--- src/rtl/txn_pkg.sv ---
package txn_pkg;
   typedef enum logic [1:0] {
      ACC_LOAD      = 2'd0,
      ACC_STORE_PRT = 2'd1,
      ACC_STORE_WRD = 2'd2,
      ACC_STORE_WR2 = 2'd3
   } acc_kind_e;

   function automatic logic kind_is_store(input acc_kind_e k);
      return k != ACC_LOAD;
   endfunction

   function automatic logic kind_is_whole(input acc_kind_e k);
      return k[1];
   endfunction
endpackage

--- src/rtl/txn_line.sv ---
module txn_line #(
   parameter int WORDS = 4,
   parameter int TAG_W = 10,
   localparam int WB = $clog2(WORDS)
) (
   input  logic             clk,
   input  logic             rst_n,
   input  logic             acc_sel,
   input  logic             acc_write,
   input  logic             acc_full,
   input  logic [TAG_W-1:0] acc_tag,
   input  logic [WB-1:0]    acc_word,
   input  logic             snp_sel,
   input  logic [TAG_W-1:0] snp_tag,
   input  logic [WB-1:0]    snp_word,
   input  logic             commit,
   input  logic             abort,
   output logic             valid_o,
   output logic             mod_o,
   output logic             dirty_o,
   output logic             snp_hit_o,
   output logic             conflict_o
);
   logic             valid_q, mod_q, dirty_q;
   logic [TAG_W-1:0] tag_q;
   logic [WORDS-1:0] rd_q, rn_q;

   logic             valid_d, mod_d, dirty_d;
   logic [TAG_W-1:0] tag_d;
   logic [WORDS-1:0] rd_d, rn_d;
   logic             tag_hit, live;

   assign tag_hit    = valid_q && (tag_q == acc_tag);
   assign live       = (|rd_q) || mod_q;
   assign conflict_o = acc_sel && valid_q && (tag_q != acc_tag) && live;
   assign snp_hit_o  = snp_sel && valid_q && (tag_q == snp_tag) && rd_q[snp_word];

   always_comb begin
      valid_d = valid_q;
      mod_d   = mod_q;
      dirty_d = dirty_q;
      tag_d   = tag_q;
      rd_d    = rd_q;
      rn_d    = rn_q;
      if (abort) begin
         valid_d = valid_q && !mod_q;
         mod_d   = 1'b0;
         rd_d    = '0;
         rn_d    = '0;
      end else if (commit) begin
         dirty_d = dirty_q || mod_q;
         mod_d   = 1'b0;
         rd_d    = '0;
         rn_d    = '0;
      end else if (acc_sel) begin
         if (!tag_hit) begin
            mod_d   = 1'b0;
            dirty_d = 1'b0;
            rd_d    = '0;
            rn_d    = '0;
         end
         valid_d = 1'b1;
         tag_d   = acc_tag;
         if (acc_write) begin
            mod_d = 1'b1;
            if (acc_full) rn_d[acc_word] = 1'b1;
         end else if (!rn_d[acc_word]) begin
            rd_d[acc_word] = 1'b1;
         end
      end
   end

   always_ff @(posedge clk) begin
      if (!rst_n) begin
         valid_q <= 1'b0;
         mod_q   <= 1'b0;
         dirty_q <= 1'b0;
         tag_q   <= '0;
         rd_q    <= '0;
         rn_q    <= '0;
      end else begin
         valid_q <= valid_d;
         mod_q   <= mod_d;
         dirty_q <= dirty_d;
         tag_q   <= tag_d;
         rd_q    <= rd_d;
         rn_q    <= rn_d;
      end
   end

   assign valid_o = valid_q;
   assign mod_o   = mod_q;
   assign dirty_o = dirty_q;


   rename_needs_mod_chk: assert property (@(posedge clk) disable iff (!rst_n)
      (|rn_q) |-> (mod_q && valid_q));

   access_validates_chk: assert property (@(posedge clk) disable iff (!rst_n)
      (acc_sel && !abort && !commit) |=> (valid_q && tag_q == $past(acc_tag)));
endmodule

--- src/rtl/txn_viol.sv ---
module txn_viol #(
   parameter int LINES = 16
) (
   input  logic             clk,
   input  logic             rst_n,
   input  logic [LINES-1:0] snp_hits,
   input  logic [LINES-1:0] conflicts,
   input  logic             commit,
   input  logic             abort,
   output logic             violation
);
   logic viol_q;

   always_ff @(posedge clk) begin
      if (!rst_n)                viol_q <= 1'b0;
      else if (abort || commit)  viol_q <= 1'b0;
      else if ((|snp_hits) || (|conflicts)) viol_q <= 1'b1;
   end

   assign violation = viol_q;


   viol_has_cause_chk: assert property (@(posedge clk) disable iff (!rst_n)
      $rose(viol_q) |-> $past((|snp_hits) || (|conflicts)));

   viol_sticky_chk: assert property (@(posedge clk) disable iff (!rst_n)
      (viol_q && !abort && !commit) |=> viol_q);
endmodule

--- src/rtl/txn_spec_tracker.sv ---
module txn_spec_tracker #(
   parameter int LINES  = 16,
   parameter int WORDS  = 4,
   parameter int ADDR_W = 16,
   localparam int WB    = $clog2(WORDS),
   localparam int IB    = $clog2(LINES),
   localparam int TAG_W = ADDR_W - IB - WB
) (
   input  logic              clk,
   input  logic              rst_n,
   input  logic              acc_valid,
   input  logic [1:0]        acc_kind,
   input  logic [ADDR_W-1:0] acc_addr,
   input  logic              snp_valid,
   input  logic [ADDR_W-1:0] snp_addr,
   input  logic              commit,
   input  logic              abort,
   output logic              violation,
   output logic [LINES-1:0]  line_valid,
   output logic [LINES-1:0]  line_mod,
   output logic [LINES-1:0]  line_dirty
);
   import txn_pkg::*;

   if ((1 << WB) != WORDS || WORDS < 2) begin : g_bad_words
      $error("WORDS must be a power of two, at least 2");
   end
   if ((1 << IB) != LINES || LINES < 2) begin : g_bad_lines
      $error("LINES must be a power of two, at least 2");
   end
   if (TAG_W < 1) begin : g_bad_addr
      $error("ADDR_W too small for LINES and WORDS");
   end

   acc_kind_e        kind;
   logic             is_store, is_whole;
   logic [WB-1:0]    a_word, s_word;
   logic [IB-1:0]    a_idx, s_idx;
   logic [TAG_W-1:0] a_tag, s_tag;
   logic [LINES-1:0] hits, confl;

   assign kind     = acc_kind_e'(acc_kind);
   assign is_store = kind_is_store(kind);
   assign is_whole = kind_is_whole(kind);
   assign {a_tag, a_idx, a_word} = acc_addr;
   assign {s_tag, s_idx, s_word} = snp_addr;

   for (genvar i = 0; i < LINES; i++) begin : g_line
      txn_line #(.WORDS(WORDS), .TAG_W(TAG_W)) u_line (
         .clk       (clk),
         .rst_n     (rst_n),
         .acc_sel   (acc_valid && (a_idx == IB'(i))),
         .acc_write (is_store),
         .acc_full  (is_whole),
         .acc_tag   (a_tag),
         .acc_word  (a_word),
         .snp_sel   (snp_valid && (s_idx == IB'(i))),
         .snp_tag   (s_tag),
         .snp_word  (s_word),
         .commit    (commit),
         .abort     (abort),
         .valid_o   (line_valid[i]),
         .mod_o     (line_mod[i]),
         .dirty_o   (line_dirty[i]),
         .snp_hit_o (hits[i]),
         .conflict_o(confl[i])
      );
   end

   txn_viol #(.LINES(LINES)) u_viol (
      .clk      (clk),
      .rst_n    (rst_n),
      .snp_hits (hits),
      .conflicts(confl),
      .commit   (commit),
      .abort    (abort),
      .violation(violation)
   );


   abort_clears_chk: assert property (@(posedge clk) disable iff (!rst_n)
      abort |=> (!violation && line_mod == '0
                 && (line_valid & $past(line_mod)) == '0));

   commit_clean_chk: assert property (@(posedge clk) disable iff (!rst_n)
      (commit && !abort) |=> (!violation && line_mod == '0
                 && (line_dirty & $past(line_mod)) == $past(line_mod)));

   abort_wins_chk: assert property (@(posedge clk) disable iff (!rst_n)
      abort |=> ((line_valid & ~$past(line_valid)) == '0));
endmodule

--- config.mk ---
export PLATFORM = sky130hd
export DESIGN_NAME = txn_spec_tracker
export DESIGN_NICKNAME = d
export VERILOG_FILES = /design/src/rtl/txn_pkg.sv /design/src/rtl/txn_line.sv /design/src/rtl/txn_viol.sv /design/src/rtl/txn_spec_tracker.sv
export SDC_FILE = /design/constraint.sdc
export NUM_CORES = 1
export LEC_CHECK = 0
export BUFFER_PORTS_ARGS = -buffer_cell sky130_fd_sc_hd__buf_2
export CAP_MARGIN = 30
export CORE_UTILIZATION = 24
export CTS_CLUSTER_SIZE = 20
export DETAILED_ROUTE_END_ITERATION = 10
export PLACE_DENSITY = 0.41
export SLEW_MARGIN = 20
export SYNTH_ARGS = -nofsm -noshare
export SYNTH_HDL_FRONTEND = slang
export SYNTH_SLANG_ARGS = --single-unit
--- constraint.sdc ---
create_clock -name clk -period 2.3 [get_ports clk]
set_input_delay 0.23 -clock clk [delete_from_list [all_inputs] [get_ports clk]]
set_output_delay 0.23 -clock clk [all_outputs]
set_load 0.02 [all_outputs]
* After elaboration in Yosys (flattened, before gate mapping) *
Cells that the tools add are included.

word-level totals
  word-level logic and storage cells = 946
  bits in latches = 0
  output and inout bits = 49
  ROM bits = 0
  input port bits = 40
  memories kept = 0
  flip-flop bits (word level) = 337
  RAM bits = 0

cells by class
  shift-type cells = 0
  divide/modulo/power cells = 0
  multiplexer cells = 370
  magnitude comparators = 3
  $mul = 0
  eq/ne operators = 111
  $add $sub $neg = 0
  bitwise operators = 35
  reduce and logical (&&, ||, !) cells = 330

operator list
  kind                                                  count
  two-way mux 4 bit                                     192
  equality test 10 bit                                  32
  logical AND 1 bit                                     161
  != test 10 bit                                        16
  two-way mux 1 bit                                     145
  bitwise OR 4 bit                                      32
  AND reduction 3 bit                                   32
  nonzero test 2 bit                                    33
  binary-select mux 1 bit (select 2 bit)                32
  equality test 4 bit (second input constant)           16
  AND reduction 2 bit                                   32
  OR reduction 4 bit                                    16
  != test 2 bit (second input constant)                 31
  logical OR 1 bit                                      34
  equality test 4 x 3 -> 1 bit (second input constant)  8
  OR reduction 16 bit                                   2
  equality test 4 x 2 -> 1 bit (second input constant)  4
  logical NOT 1 bit                                     16
  equality test 4 x 1 -> 1 bit (second input constant)  2
  logical NOT 4 bit                                     2
  < comparator 2 x 3 -> 1 bit (second input constant)   2
  != test 2 x 1 -> 1 bit (second input constant)        2
  inverter 1 bit                                        3
  OR reduction 3 bit                                    1
  3 further kinds                                       3

* Depth between registers and ports, before layout *
Gate-level depths: netlist (run 1).

  word-level depth = 10
  mapped depth = 9
  gate-level depth less buffers = 6

* Modules after synthesis *
Synthesis (run 1) repeated with hierarchy kept, for this count alone.

unflattened totals
  cells, all modules = 2172
  area total of the unflattened synthesis = 18870.6 um^2

by module, submodules not included
  module                           sequential area each (um^2)  cells an instance  area each (um^2)  instances
  txn_line (g_line[0].u_line ...)  420.4                        132                1156.1            15
  txn_line (g_line[4].u_line)      420.4                        130                1181.1            1
  txn_spec_tracker                 0.0                          47                 241.5             1
  txn_viol                         20.0                         15                 106.4             1

* Worst setup path after synthesis (run 1) *
Ideal clock, no wire load.

  kind = input to register
  start point = input snp_addr[0]
  end point = register u_viol.viol_q (netlist: u_viol.violation)
  setup slack = 0.432 ns
  stages = 7
  setup time = 0.132 ns
  path buffers = 2
  data required time = 2.168 ns
  arrival time = 1.737 ns
  cells stage by stage = buf_2 > buf_2 > mux4_2 > nand2_1 > o22ai_1 > nor4_1 > a31oi_1

on the way
  word-level cells in the longest chain between the ends = 5
  elaborated cells on any way between the ends = 50
  those cells by class = mux: 32; reduce/logical: 18

RTL lines
  what                                     RTL line                RTL
  start, declared                          txn_spec_tracker.sv:15  input logic [ADDR_W-1:0] snp_addr,
  binary-select mux 1 bit (select 2 bit)   txn_line.sv:36          assign snp_hit_o = snp_sel && valid_q && (tag_q == snp_tag) && rd_q[snp_word];
  two-way mux 1 bit (not written as such)  txn_line.sv:36
  logical AND 1 bit                        txn_line.sv:36
  OR reduction 16 bit *                    txn_viol.sv:17          else if ((|snp_hits) || (|conflicts)) viol_q <= 1'b1;
  logical OR 1 bit *                       txn_viol.sv:17
  end signal, assigned                     txn_viol.sv:15          if (!rst_n) viol_q <= 1'b0;
  end signal, assigned                     txn_viol.sv:16          else if (abort || commit) viol_q <= 1'b0;
  end signal, assigned                     txn_viol.sv:17
  end, declared                            txn_viol.sv:12          logic viol_q;

Mark *: on every way between the ends. The rest lies on a longest branch, timed or not. The select of a mux whose other input is x is not followed.
A chain may end at the register's enable or synchronous reset.

* Final worst setup path (run 1) *
  start point = register g_line[8].u_line.rd_q[3]
  end point = register u_viol.viol_q (netlist: u_viol.violation)

on the way
  word-level cells in the longest chain between the ends = 5
  elaborated cells on any way between the ends = 9
  those cells by class = mux: 2; reduce/logical: 7

RTL lines
  what                                                                                 RTL line                        RTL
  start, declared                                                                      txn_line.sv:26                  logic [WORDS-1:0] rd_q, rn_q;
  start signal, assigned                                                               txn_line.sv:86                  rd_q <= rd_d;
  binary-select mux 1 bit (select 2 bit) / OR reduction 4 bit (equally long branches)  txn_line.sv:36, txn_line.sv:34
  two-way mux 1 bit (not written as such) / logical OR 1 bit (equally long branches)   txn_line.sv:36, txn_line.sv:34
  logical AND 1 bit, on equally long branches                                          txn_line.sv:36, txn_line.sv:35
  OR reduction 16 bit                                                                  txn_viol.sv:17
  logical OR 1 bit *                                                                   txn_viol.sv:17

Marks and branches as above.

==> flow_metrics.tcl, run 1 <==
set metrics [dict create \
    clock_sinks 337 \
    wl_met2_microns 32200 \
    hold_slack_ps 71.8 \
    final_common_cell "nand2_1" \
    end_kind "register" \
    placed_cell_area_sq_mm 0.0204 \
    synthCells 2099 \
    core-area_sq_mm 0.0744 \
    ir_drop_uv 464 \
    muxShareOfSynthArea_pct 3.99 \
    netSwitchingPower_uw 3600 \
    die_x_microns 276 \
    grt_overflow 0 \
    drive_gt1_share_pct 17.9 \
    worstPathRequired_ps 2740 \
    route.detailed.drc 0 \
    syn_area_per_cell_sq_um 8.60 \
    max_cap_viol_count 0 \
    power.density_mw_per_mm2 646 \
    cell_internal_pwr_uw 10500 \
    hold_viol_final 0 \
    dpl_worst_slack_ps -123 \
    power.leakage_uw 0.00784 \
    start_util_pct 24.2 \
    avgRoutedWirePerCell_microns 22.6 \
    status "finished, final reports clean" \
    worstPathArrival_ps 2580 \
    synthSimpleGateAreaFrac_pct 19.6 \
    fin_ws_ps 158 \
    yosysSeqAreaShare_pct 37.4 \
    switching_share_pct 25.5 \
    worstPathMaxFanout 3 \
    cts_tree "built" \
    highest_layer "met5" \
    skew_ps 22.0 \
    ys_warn_count 0 \
    synth_cell_types 61 \
    synth-main-ff-cell "dfxtp_1" \
    numCtsBuffers 42 \
    gp_congestion 0.858 \
    synth_top_family_by_area "simple AND/OR/NAND/NOR gates" \
    synthArstFlopShare_pct 0 \
    worstMarginPinSlew_ps 960 \
    synth_area_sq_mm 0.0180 \
    synthesis.nets 2139 \
    synth-edff-count 0 \
    r2r_cells 6 \
    whs_path_depth 3 \
    p_clk_share_pct 49.2 \
    num_io_pins 89 \
    grt_max_degree 191 \
    die_y_microns 276 \
    synth_top_area_share_pct 37.4 \
    p_comb_share_pct 9.1 \
    firstDrtPassIters 5 \
    die_area_sq_mm 0.0763 \
    synth_area_leaders "dfxtp_1 (37%), xor2_1 (10%), nand2_1 (8.2%), a22oi_1 (6.0%), xnor2_1 (5.4%)" \
    dr_wl_met3_microns 3830 \
    clk_pin_slew_worst_paths_ps 60 \
    rsz0062_at_grt "false" \
    slew_headroom_pct 35.8 \
    synth-xor-area-share_pct 15.6 \
    nets 2246 \
    grt_first_pass_wirelength_microns 106000 \
    syn_to_final_growth_pct 21.1 \
    fillers 7829 \
    fmax_ghz 0.467 \
    critical_path_class "reg2reg" \
    via_per_inst 4.88 \
    setup_viol 0 \
    synth-compound-area-share_pct 16.8 \
    slew_viol_final 0 \
    ys_ff_latch 337 \
    first_iter_violations 1322 \
    hold_path.class "in2reg" \
    track_usage_pct 18.7 \
    clock_latency_ps 590 \
    rows 100 \
    yosys.area.top_type "dfxtp_1" \
    setup_tns_ps 0 \
    wl_met1_microns 34600 \
    power.total_uw 14100 \
    placement.io_buffers 88 \
    vias 15700 \
    grt_pass1_vias 15200 \
    period_share_pct 93.1 \
    h-tree-depth 2 \
    layout_common_cells "nand2_1 (392), dfxtp_1 (337), xor2_1 (207)" \
    cts_buffer_depth 3 \
    p_seq_share_pct 41.6 \
    totalWireLength_microns 72400 \
    root_buffer "clkbuf_16" \
    ant_nets 0 \
    synthAdderAreaFrac_pct 0 \
    place_hpwl_microns 52300 \
    start_kind "register" \
    antenna_found_initial 3 \
    timing.final.crit_period_ps 2140 \
    final_area_sq_mm 0.0219 \
]
-- kinds of logic (layout without fill, tap and decap cells) --
| group | count (synthesis) | in the layout |
|---|---|---|
| other | 0 | 2 |
| AOI/OAI and AO/OA | 410 | 410 |
| DFF | 337 | 337 |
| and+or+nand+nor | 782 | 782 |
| muxes | 32 | 32 |
| buffers and inverters | 218 | 356 |
| xor gates and xnor gates | 320 | 320 |
-- worst paths after layout --
check	from	end	slack [ps]
max	g_line[8].u_line.rd_q[3]	u_viol.violation	160
min reg2reg	g_line[8].u_line.rn_q[2]	g_line[8].u_line.rn_q[2]	490
max reg2reg	g_line[8].u_line.rd_q[3]	u_viol.violation	160
min	abort	g_line[9].u_line.dirty_o	70
-- cell type report --
cell class | count | area (sq um) | share of cell area, %
multi-input combinational | 1544 | 10200 | 46.5
timing repair buffer | 271 | 2250 | 10.3
antenna | 2 | 5.00 | 0.0229
clock inverter | 12 | 166 | 0.761
inverter | 10 | 37.5 | 0.172
sequential | 337 | 6750 | 30.9
tap | 969 | 1210 | 5.55
clock buffer | 63 | 1270 | 5.82
-- critical path, cell delays in order (launching register included) --
cell and delay [ps]:
dfxtp_1 320, or4_1 580, o2111ai_2 280, a31oi_1 80, a311o_1 350, nor4_2 280
a31oi_1 110
-- layer usage --
layer	up-vias	track usage [%]
met5	-	0
met4	4	5.39
met3	91	3.17
met2	425	29.0
met1	7741	26.3
li1	7399	-
-- repair_timing --
item | 4_1_cts | 5_1_grt
buffers inserted | 0 | 0
hold buffers | 2 | 0
endpoints found under the hold margin | 3 | 0
gates resized for setup | 0 | 3
endpoints found under the setup margin | 0 | 1
-- registers in the layout (all words and copies together) (netlist names) --
signal                 count
g_line.u_line.tag_q      160
g_line.u_line.rd_q        64
g_line.u_line.rn_q        64
g_line.u_line.dirty_o     16
g_line.u_line.mod_o       16
g_line.u_line.valid_o     16
u_viol.violation           1
-- power by group through the flow --
stage | sequential, uW | combinational, uW | clock (uW)
after floorplan | 6000 | 732 | 0
after global placement | 6000 | 1290 | 0
after detailed placement | 6000 | 1280 | 0
after CTS | 5870 | 1290 | 7140
after global routing | 5870 | 1360 | 7350
final | 5870 | 1290 | 6950
-- synth_stat cells, drive strengths merged, types with 13 or more instances --
| library cell | number |
|---|---|
| a21boi | 172 |
| a21oi | 21 |
| a22oi | 144 |
| buf | 120 |
| clkbuf | 88 |
| dfxtp | 337 |
| mux4 | 32 |
| nand2 | 393 |
| nand3 | 20 |
| nand4 | 38 |
| nor2 | 190 |
| nor2b | 13 |
| nor3 | 14 |
| nor4 | 51 |
| or4 | 23 |
| xnor2 | 112 |
| xor2 | 208 |
-- through the flow --
step,utilization (%),instances
after global routing,29.4,3207
after floorplan,-,2099
after CTS,29.3,3206
final,29.4,3208
after detailed placement,27.4,3129
after global placement,27.4,3129
(Power assumes the default switching activity.)
==> inputs of run 2 (changes only) <==
--- a/config.mk
+++ b/config.mk
@@ -7,10 +7,11 @@
 export LEC_CHECK = 0
 export BUFFER_PORTS_ARGS = -buffer_cell sky130_fd_sc_hd__buf_2
 export CAP_MARGIN = 30
-export CORE_UTILIZATION = 24
+export CORE_UTILIZATION = 45
 export CTS_CLUSTER_SIZE = 20
 export DETAILED_ROUTE_END_ITERATION = 10
-export PLACE_DENSITY = 0.41
+export PLACE_DENSITY = 0.65
+export SETUP_SLACK_MARGIN = 0.2
 export SLEW_MARGIN = 20
 export SYNTH_ARGS = -nofsm -noshare
 export SYNTH_HDL_FRONTEND = slang
==> constraint.sdc (replaced) <==
create_clock -name clk -period 2.3 [get_ports clk]
set_input_delay 0.23 -clock clk [delete_from_list [all_inputs] [get_ports clk]]
set_output_delay 0.23 -clock clk [all_outputs]
set_load 0.05 [all_outputs]
==> run 2 against run 1 <==
Global-route usage increased by 12 points. Non-clock buffer count decreased by 28. Final cell count is 15% lower. Wire length decreased by 13%. Combinational power down 6%. Critical path depth unchanged. Setup slack got worse by 27 ps. First-iteration DRC count grew 41%. Critical endpoint unchanged.
==> flow_metrics.tcl, run 2 (synthesis results as in run 1) <==
set metrics [dict create \
    netSwitchingPower_uw 3400 \
    worstPathRequired_ps 2720 \
    slew_headroom_pct 45.6 \
    first_iter_violations 1860 \
    crit_end "u_viol.violation" \
    hold_path.class "in2reg" \
    switching_share_pct 25.4 \
    final_common_cell "nand2_1" \
    power.leakage_uw 0.00758 \
    vias 16000 \
    critical_path_class "reg2reg" \
    rows 72 \
    regMostFlops "g_line.u_line.tag_q" \
    h-tree-depth 2 \
    slew_viol_final 0 \
    timing.rr.start "g_line[1].u_line.rd_q[0]" \
    end_kind "register" \
    period_share_pct 94.3 \
    cts_tree "built" \
    p_seq_share_pct 43.8 \
    worstPathMaxFanout 3 \
    status "finished, final reports clean" \
    place_hpwl_microns 44100 \
    hold_slack_ps 84.7 \
    ant_nets 0 \
    gp_congestion 0.952 \
    final_area_sq_mm 0.0208 \
    start_kind "register" \
    die_area_sq_mm 0.0409 \
    grt_overflow 0 \
    timing.final.crit_period_ps 2170 \
    antenna_found_initial 2 \
    setup_tns_ps 0 \
    power.density_mw_per_mm2 643 \
    top_regs "g_line.u_line.tag_q (160), g_line.u_line.rd_q (64), g_line.u_line.rn_q (64)" \
    avgRoutedWirePerCell_microns 23.1 \
    firstDrtPassIters 5 \
    largest_register_ff_count 160 \
    utilization_pct 53.3 \
    via_per_inst 5.89 \
    cell_internal_pwr_uw 10000 \
    die_y_microns 202 \
    core-area_sq_mm 0.0391 \
    route.detailed.drc 0 \
    antennaDiodeCount 0 \
    rr_endpoint "u_viol.violation" \
    p_clk_share_pct 47.1 \
    totalWireLength_microns 62900 \
    start_util_pct 46.2 \
    worstPathArrival_ps 2590 \
    fmax_ghz 0.461 \
    num_io_pins 89 \
    skew_ps 31.5 \
    syn_to_final_growth_pct 15.4 \
    root_buffer "clkbuf_16" \
    r2r_slack_ps 130 \
    fillers 3590 \
    grt_first_pass_wirelength_microns 94700 \
    worstMarginPinSlew_ps 816 \
    placed_cell_area_sq_mm 0.0194 \
    max_cap_viol_count 0 \
    setup_viol 0 \
    hold_viol_final 0 \
    p_comb_share_pct 9.0 \
    rsz0062_at_grt "true" \
    worstSetupStartpoint "g_line[1].u_line.rd_q[0]" \
    layout_common_cells "nand2_1 (392), dfxtp_1 (337), xor2_1 (207)" \
    die_x_microns 202 \
    grt_pass1_vias 15200 \
    clk_pin_slew_worst_paths_ps 60 \
    clock_latency_ps 570 \
    nets 2215 \
    cts_buffer_depth 3 \
    track_usage_pct 30.3 \
    drive_gt1_share_pct 17.0 \
    clock_sinks 337 \
    ir_drop_uv 610 \
    grt_max_degree 87 \
    numCtsBuffers 39 \
    placement.io_buffers 88 \
    r2r_cells 6 \
]
[run 2: changes by cell type in the layout (fill, tap and decap cells not counted), moves of 3 or more]
cell	change
buf_4	-14
buf_12	-13
clkbuf_16	-4
o2111ai_1	-3
nor4_1	-3
nor4_4	+3
[run 2: worst min-delay path by stage]
stage | from | to | slack, ps | cells past startpoint
6_report | abort | g_line[13].u_line.dirty_o | 80 | 3
5_1_grt | abort | g_line[13].u_line.dirty_o | 100 | 3
4_1_cts | abort | g_line[9].u_line.dirty_o | 70 | 3
3_5_place_dp | g_line[0].u_line.rn_q[2] | g_line[0].u_line.rn_q[2] | 480 | 2
3_3_place_gp | g_line[4].u_line.rn_q[0] | g_line[4].u_line.rn_q[0] | 470 | 2
2_1_floorplan | commit | g_line[13].u_line.dirty_o | 390 | 2
[run 2: final cells by class]
type,count,area (sq um),area share [%]
clock buffers,57,1150,5.54
clock inverters,11,130,0.624
inverters,10,37.5,0.180
multi-input cells,1544,10200,49.2
flip-flops and latches,337,6750,32.4
well taps,518,648,3.11
repair buffers,243,1870,8.98
[run 2: power by group through the flow]
stage / sequential, uW / combinational [uW] / clock [uW]
final: 5870 / 1210 / 6310
after CTS: 5870 / 1180 / 6350
after global routing: 5870 / 1260 / 6610
after global placement: 6000 / 1160 / 0
after detailed placement: 6000 / 1170 / 0
after floorplan: 6000 / 740 / 0
[run 2: worst max-delay path: stages, from the launching register on]
cell       delay (ps)
dfxtp_1           330
or4_4             540
o2111ai_4         250
a31oi_2            90
a311o_1           390
nor4_4            320
a31oi_1           110
[run 2: per-stage QoR]
| step | total power [uW] | instances | setup WS, ps |
|---|---|---|---|
| after detailed placement | 7170 | 2651 | -299 |
| after floorplan | 6740 | 2099 | 432 |
| after global routing | 13700 | 2720 | 93.0 |
| after global placement | 7170 | 2651 | -253 |
| final | 13400 | 2720 | 131 |
| after CTS | 13400 | 2720 | 140 |
[run 2: routing by layer]
layer | share of wire [%] | GRT usage (%) | up-vias | wire (microns)
met3 | 8.8 | 4.63 | 144 | 5550
met5 | 0.040 | 0 | - | 25
met1 | 44 | 42.5 | 7766 | 27400
met2 | 44 | 47.1 | 796 | 27800
met4 | 3.4 | 11.0 | 4 | 2140
li1 | - | - | 7319 | -
[run 2: timing repair]
item / in CTS / in global routing
gates resized for setup: 4 / 12
setup endpoints to repair: 3 / 5
hold buffers: 1 / 0
hold endpoints to repair: 2 / 0
setup buffers: 0 / 0
pin swaps: 0 / 7
gates cloned: 0 / 0
==> inputs of run 3 (changes only) <==
--- a/config.mk
+++ b/config.mk
@@ -5,12 +5,13 @@
 export SDC_FILE = /design/constraint.sdc
 export NUM_CORES = 1
 export LEC_CHECK = 0
+export ABC_AREA = 1
 export BUFFER_PORTS_ARGS = -buffer_cell sky130_fd_sc_hd__buf_2
 export CAP_MARGIN = 30
 export CORE_UTILIZATION = 45
 export CTS_CLUSTER_SIZE = 20
 export DETAILED_ROUTE_END_ITERATION = 10
-export PLACE_DENSITY = 0.65
+export PLACE_DENSITY = 0.64
 export SETUP_SLACK_MARGIN = 0.2
 export SLEW_MARGIN = 20
 export SYNTH_ARGS = -nofsm -noshare
==> run 3 against run 2 <==
Via count grew 27%. Sequential cell count did not move. Critical path depth up 7. Largest cell class unchanged. Global-route usage up 3.2 points. Sequential share of layout area fell by 0.52 points. First-iteration DRC count rose by 18%. Setup slack better by 170 ps. Area after synthesis up 5.4%. Wire length rose by 17%. Clock skew shrank 13 ps. Register-to-register slack gained 170 ps. Clock-buffer cell count is 4 higher.
==> flow_metrics.tcl, run 3 <==
set metrics [dict create \
    cts_setup_buffers 0 \
    hold_path.class "in2reg" \
    synthesis.nets 3072 \
    ctsResizeCount 0 \
    antenna_found_initial 0 \
    critical_path_class "reg2reg" \
    numCtsBuffers 39 \
    ir_drop_uv 518 \
    vias 20300 \
    hold_viol_final 0 \
    ys_ff_latch 337 \
    syn_area_per_cell_sq_um 6.28 \
    route.detailed.drc 0 \
    largest_register_ff_count 160 \
    gp_congestion 0.967 \
    grt_pass1_vias 18300 \
    rsz0062_at_grt "false" \
    rr_endpoint "u_viol.violation" \
    die_y_microns 208 \
    root_buffer "clkbuf_16" \
    p_seq_share_pct 44.5 \
    synthCells 3032 \
    firstDrtPassIters 6 \
    fmax_ghz 0.499 \
    clock_sinks 337 \
    power.leakage_uw 0.00841 \
    yosys-top-cells-count "nand2_1 (1,049), a21oi_1 (343), dfxtp_1 (337), nor2_1 (278), o21ai_0 (224)" \
    drive_gt1_share_pct 10.5 \
    nets 3094 \
    yosys.area.top_type "dfxtp_1" \
    period_share_pct 87.1 \
    regMostFlops "g_line.u_line.tag_q" \
    ys_warn_count 0 \
    h-tree-depth 2 \
    slew_headroom_pct 35.5 \
    p_comb_share_pct 10.8 \
    syn_to_final_growth_pct 11.3 \
    synth_cell_types 45 \
    place_inst 3545 \
    die_x_microns 208 \
    power.density_mw_per_mm2 625 \
    dpl_worst_slack_ps 110 \
    placement.io_buffers 88 \
    clk_pin_slew_worst_paths_ps 60 \
    antennaDiodeCount 0 \
    grt_overflow 0 \
    worstPathMaxFanout 3 \
    end_kind "register" \
    yosysMostFrequentCell "nand2_1" \
    hold_buffers 0 \
    synth-edff-count 0 \
    top_regs "g_line.u_line.tag_q (160), g_line.u_line.rd_q (64), g_line.u_line.rn_q (64)" \
    worstPathRequired_ps 2750 \
    r2r_cells 13 \
    grt_max_degree 86 \
    synth_area_sq_mm 0.0190 \
    yosysSeqAreaShare_pct 35.4 \
    layout_common_cells "nand2_1 (1,049), a21oi_1 (343), dfxtp_1 (337)" \
    max_cap_viol_count 0 \
    start_util_pct 46.1 \
    cts_buffer_depth 3 \
    ant_nets 0 \
    holdPathEnd "g_line[13].u_line.dirty_o" \
    cell_internal_pwr_uw 9600 \
    synth-main-ff-cell "dfxtp_1" \
    setup_viol 0 \
    place_hpwl_microns 51400 \
    final_area_sq_mm 0.0212 \
    track_usage_pct 33.5 \
    synthArstFlopShare_pct 0 \
    totalWireLength_microns 73900 \
    placed_cell_area_sq_mm 0.0200 \
    r2r_slack_ps 300 \
    die_area_sq_mm 0.0431 \
    grt_first_pass_wirelength_microns 111000 \
    slew_viol_final 0 \
    avgRoutedWirePerCell_microns 20.5 \
    rows 74 \
    synth_top_area_share_pct 35.4 \
    worstPathArrival_ps 2460 \
    clock_latency_ps 580 \
    synth_area_leaders "dfxtp_1 (35%), nand2_1 (21%), a21oi_1 (9.0%), o21ai_0 (5.9%), nor2_1 (5.5%)" \
    timing.final.crit_period_ps 2000 \
    whs_path_depth 5 \
    first_iter_violations 2189 \
    start_kind "register" \
    setup_tns_ps 0 \
    fin_cells 3612 \
    fin_ws_ps 297 \
    netSwitchingPower_uw 3630 \
    worstMarginPinSlew_ps 967 \
    via_per_inst 5.63 \
    cts_tree "built" \
    num_io_pins 89 \
    skew_ps 18.5 \
    core-area_sq_mm 0.0413 \
    status "finished, final reports clean" \
    p_clk_share_pct 44.7 \
    switching_share_pct 27.4 \
    final_common_cell "nand2_1" \
    timing.rr.start "g_line[5].u_line.tag_q[9]" \
    worstHoldStart "commit" \
]
run 3: changes by cell type in the layout (fill, tap and decap cells not counted), moves of 66 or more:
cell      previous run  this run
a21boi_0           106         0
a21boi_1            66         0
a21oi_1             21       343
a22oi_1            144         1
inv_1               10       221
nand2_1            392      1049
nand3_1             20        96
nor2_1             187       276
o21ai_0              4       224
xnor2_1            112        18
xor2_1             207        42
run 3: power by group through the flow:
stage                     registers, uW  logic (uW)  clock network [uW]
after floorplan                    6010         812                   0
after global placement             6010        1370                   0
after detailed placement           6020        1380                   0
after CTS                          5890        1380                5990
after global routing               5890        1500                6200
final                              5890        1420                5920
run 3: metrics by stage:
stage	utilization (%)	power (uW)	hold slack, ps
5_1_grt	51.3	13600	117
3_3_place_gp	48.4	7390	448
4_1_cts	51.3	13300	82.0
2_1_floorplan	-	6820	429
6_report	51.3	13200	104
3_5_place_dp	48.4	7390	450
run 3: layout make-up:
type,instances,area (sq um)
Clock buffer,61,1120
Fill cell,4243,20100
Inverter,247,935
Timing Repair Buffer,203,1520
Sequential cell,337,6750
Tap cell,532,666
Clock inverter,6,52.6
Multi-Input combinational cell,2226,10100
run 3: cells by family (layout without fill, tap and decap cells):
| kind of cell | after synthesis | count (layout) | share of synthesized area (%) |
|---|---|---|---|
| AND/OR/NAND/NOR | 1525 | 1525 | 32.3 |
| buffers and inverters | 469 | 517 | 11.3 |
| AO/OA/AOI/OAI | 641 | 641 | 18.2 |
| flip-flops | 337 | 337 | 35.4 |
| XOR/XNOR | 60 | 60 | 2.76 |
run 3: worst max-delay path, cell delays in order, from the launching register on:
cell and delay [ps]:
dfxtp_1 420, inv_1 110, nand2_1 70, nand2_1 50, nor2_1 100, nand3_1 80
nor2_1 380, nor2_1 200, nor2_1 150, nand2_1 60, nor2_1 90, nand2_1 60
nor2_1 90, nor2_1 40
run 3: how the worst max path moves through the flow:
stage	slack, ps	startpoint	depth (start not counted)	to
2_1_floorplan	850	snp_addr[9]	16	u_viol.violation
3_3_place_gp	30	snp_addr[2]	16	u_viol.violation
3_5_place_dp	110	snp_addr[2]	16	u_viol.violation
4_1_cts	330	g_line[6].u_line.tag_q[9]	13	u_viol.violation
5_1_grt	200	g_line[5].u_line.tag_q[7]	13	u_viol.violation
6_report	300	g_line[5].u_line.tag_q[9]	13	u_viol.violation
run 3: routing by layer:
layer  up-vias  global-route usage (%)  share of wire, %
li1       9687                       -                 -
met1      9413                    44.3                41
met2      1040                    53.3                45
met3       206                    5.75               9.9
met4         0                    15.3               4.6
met5         -                       0                 0
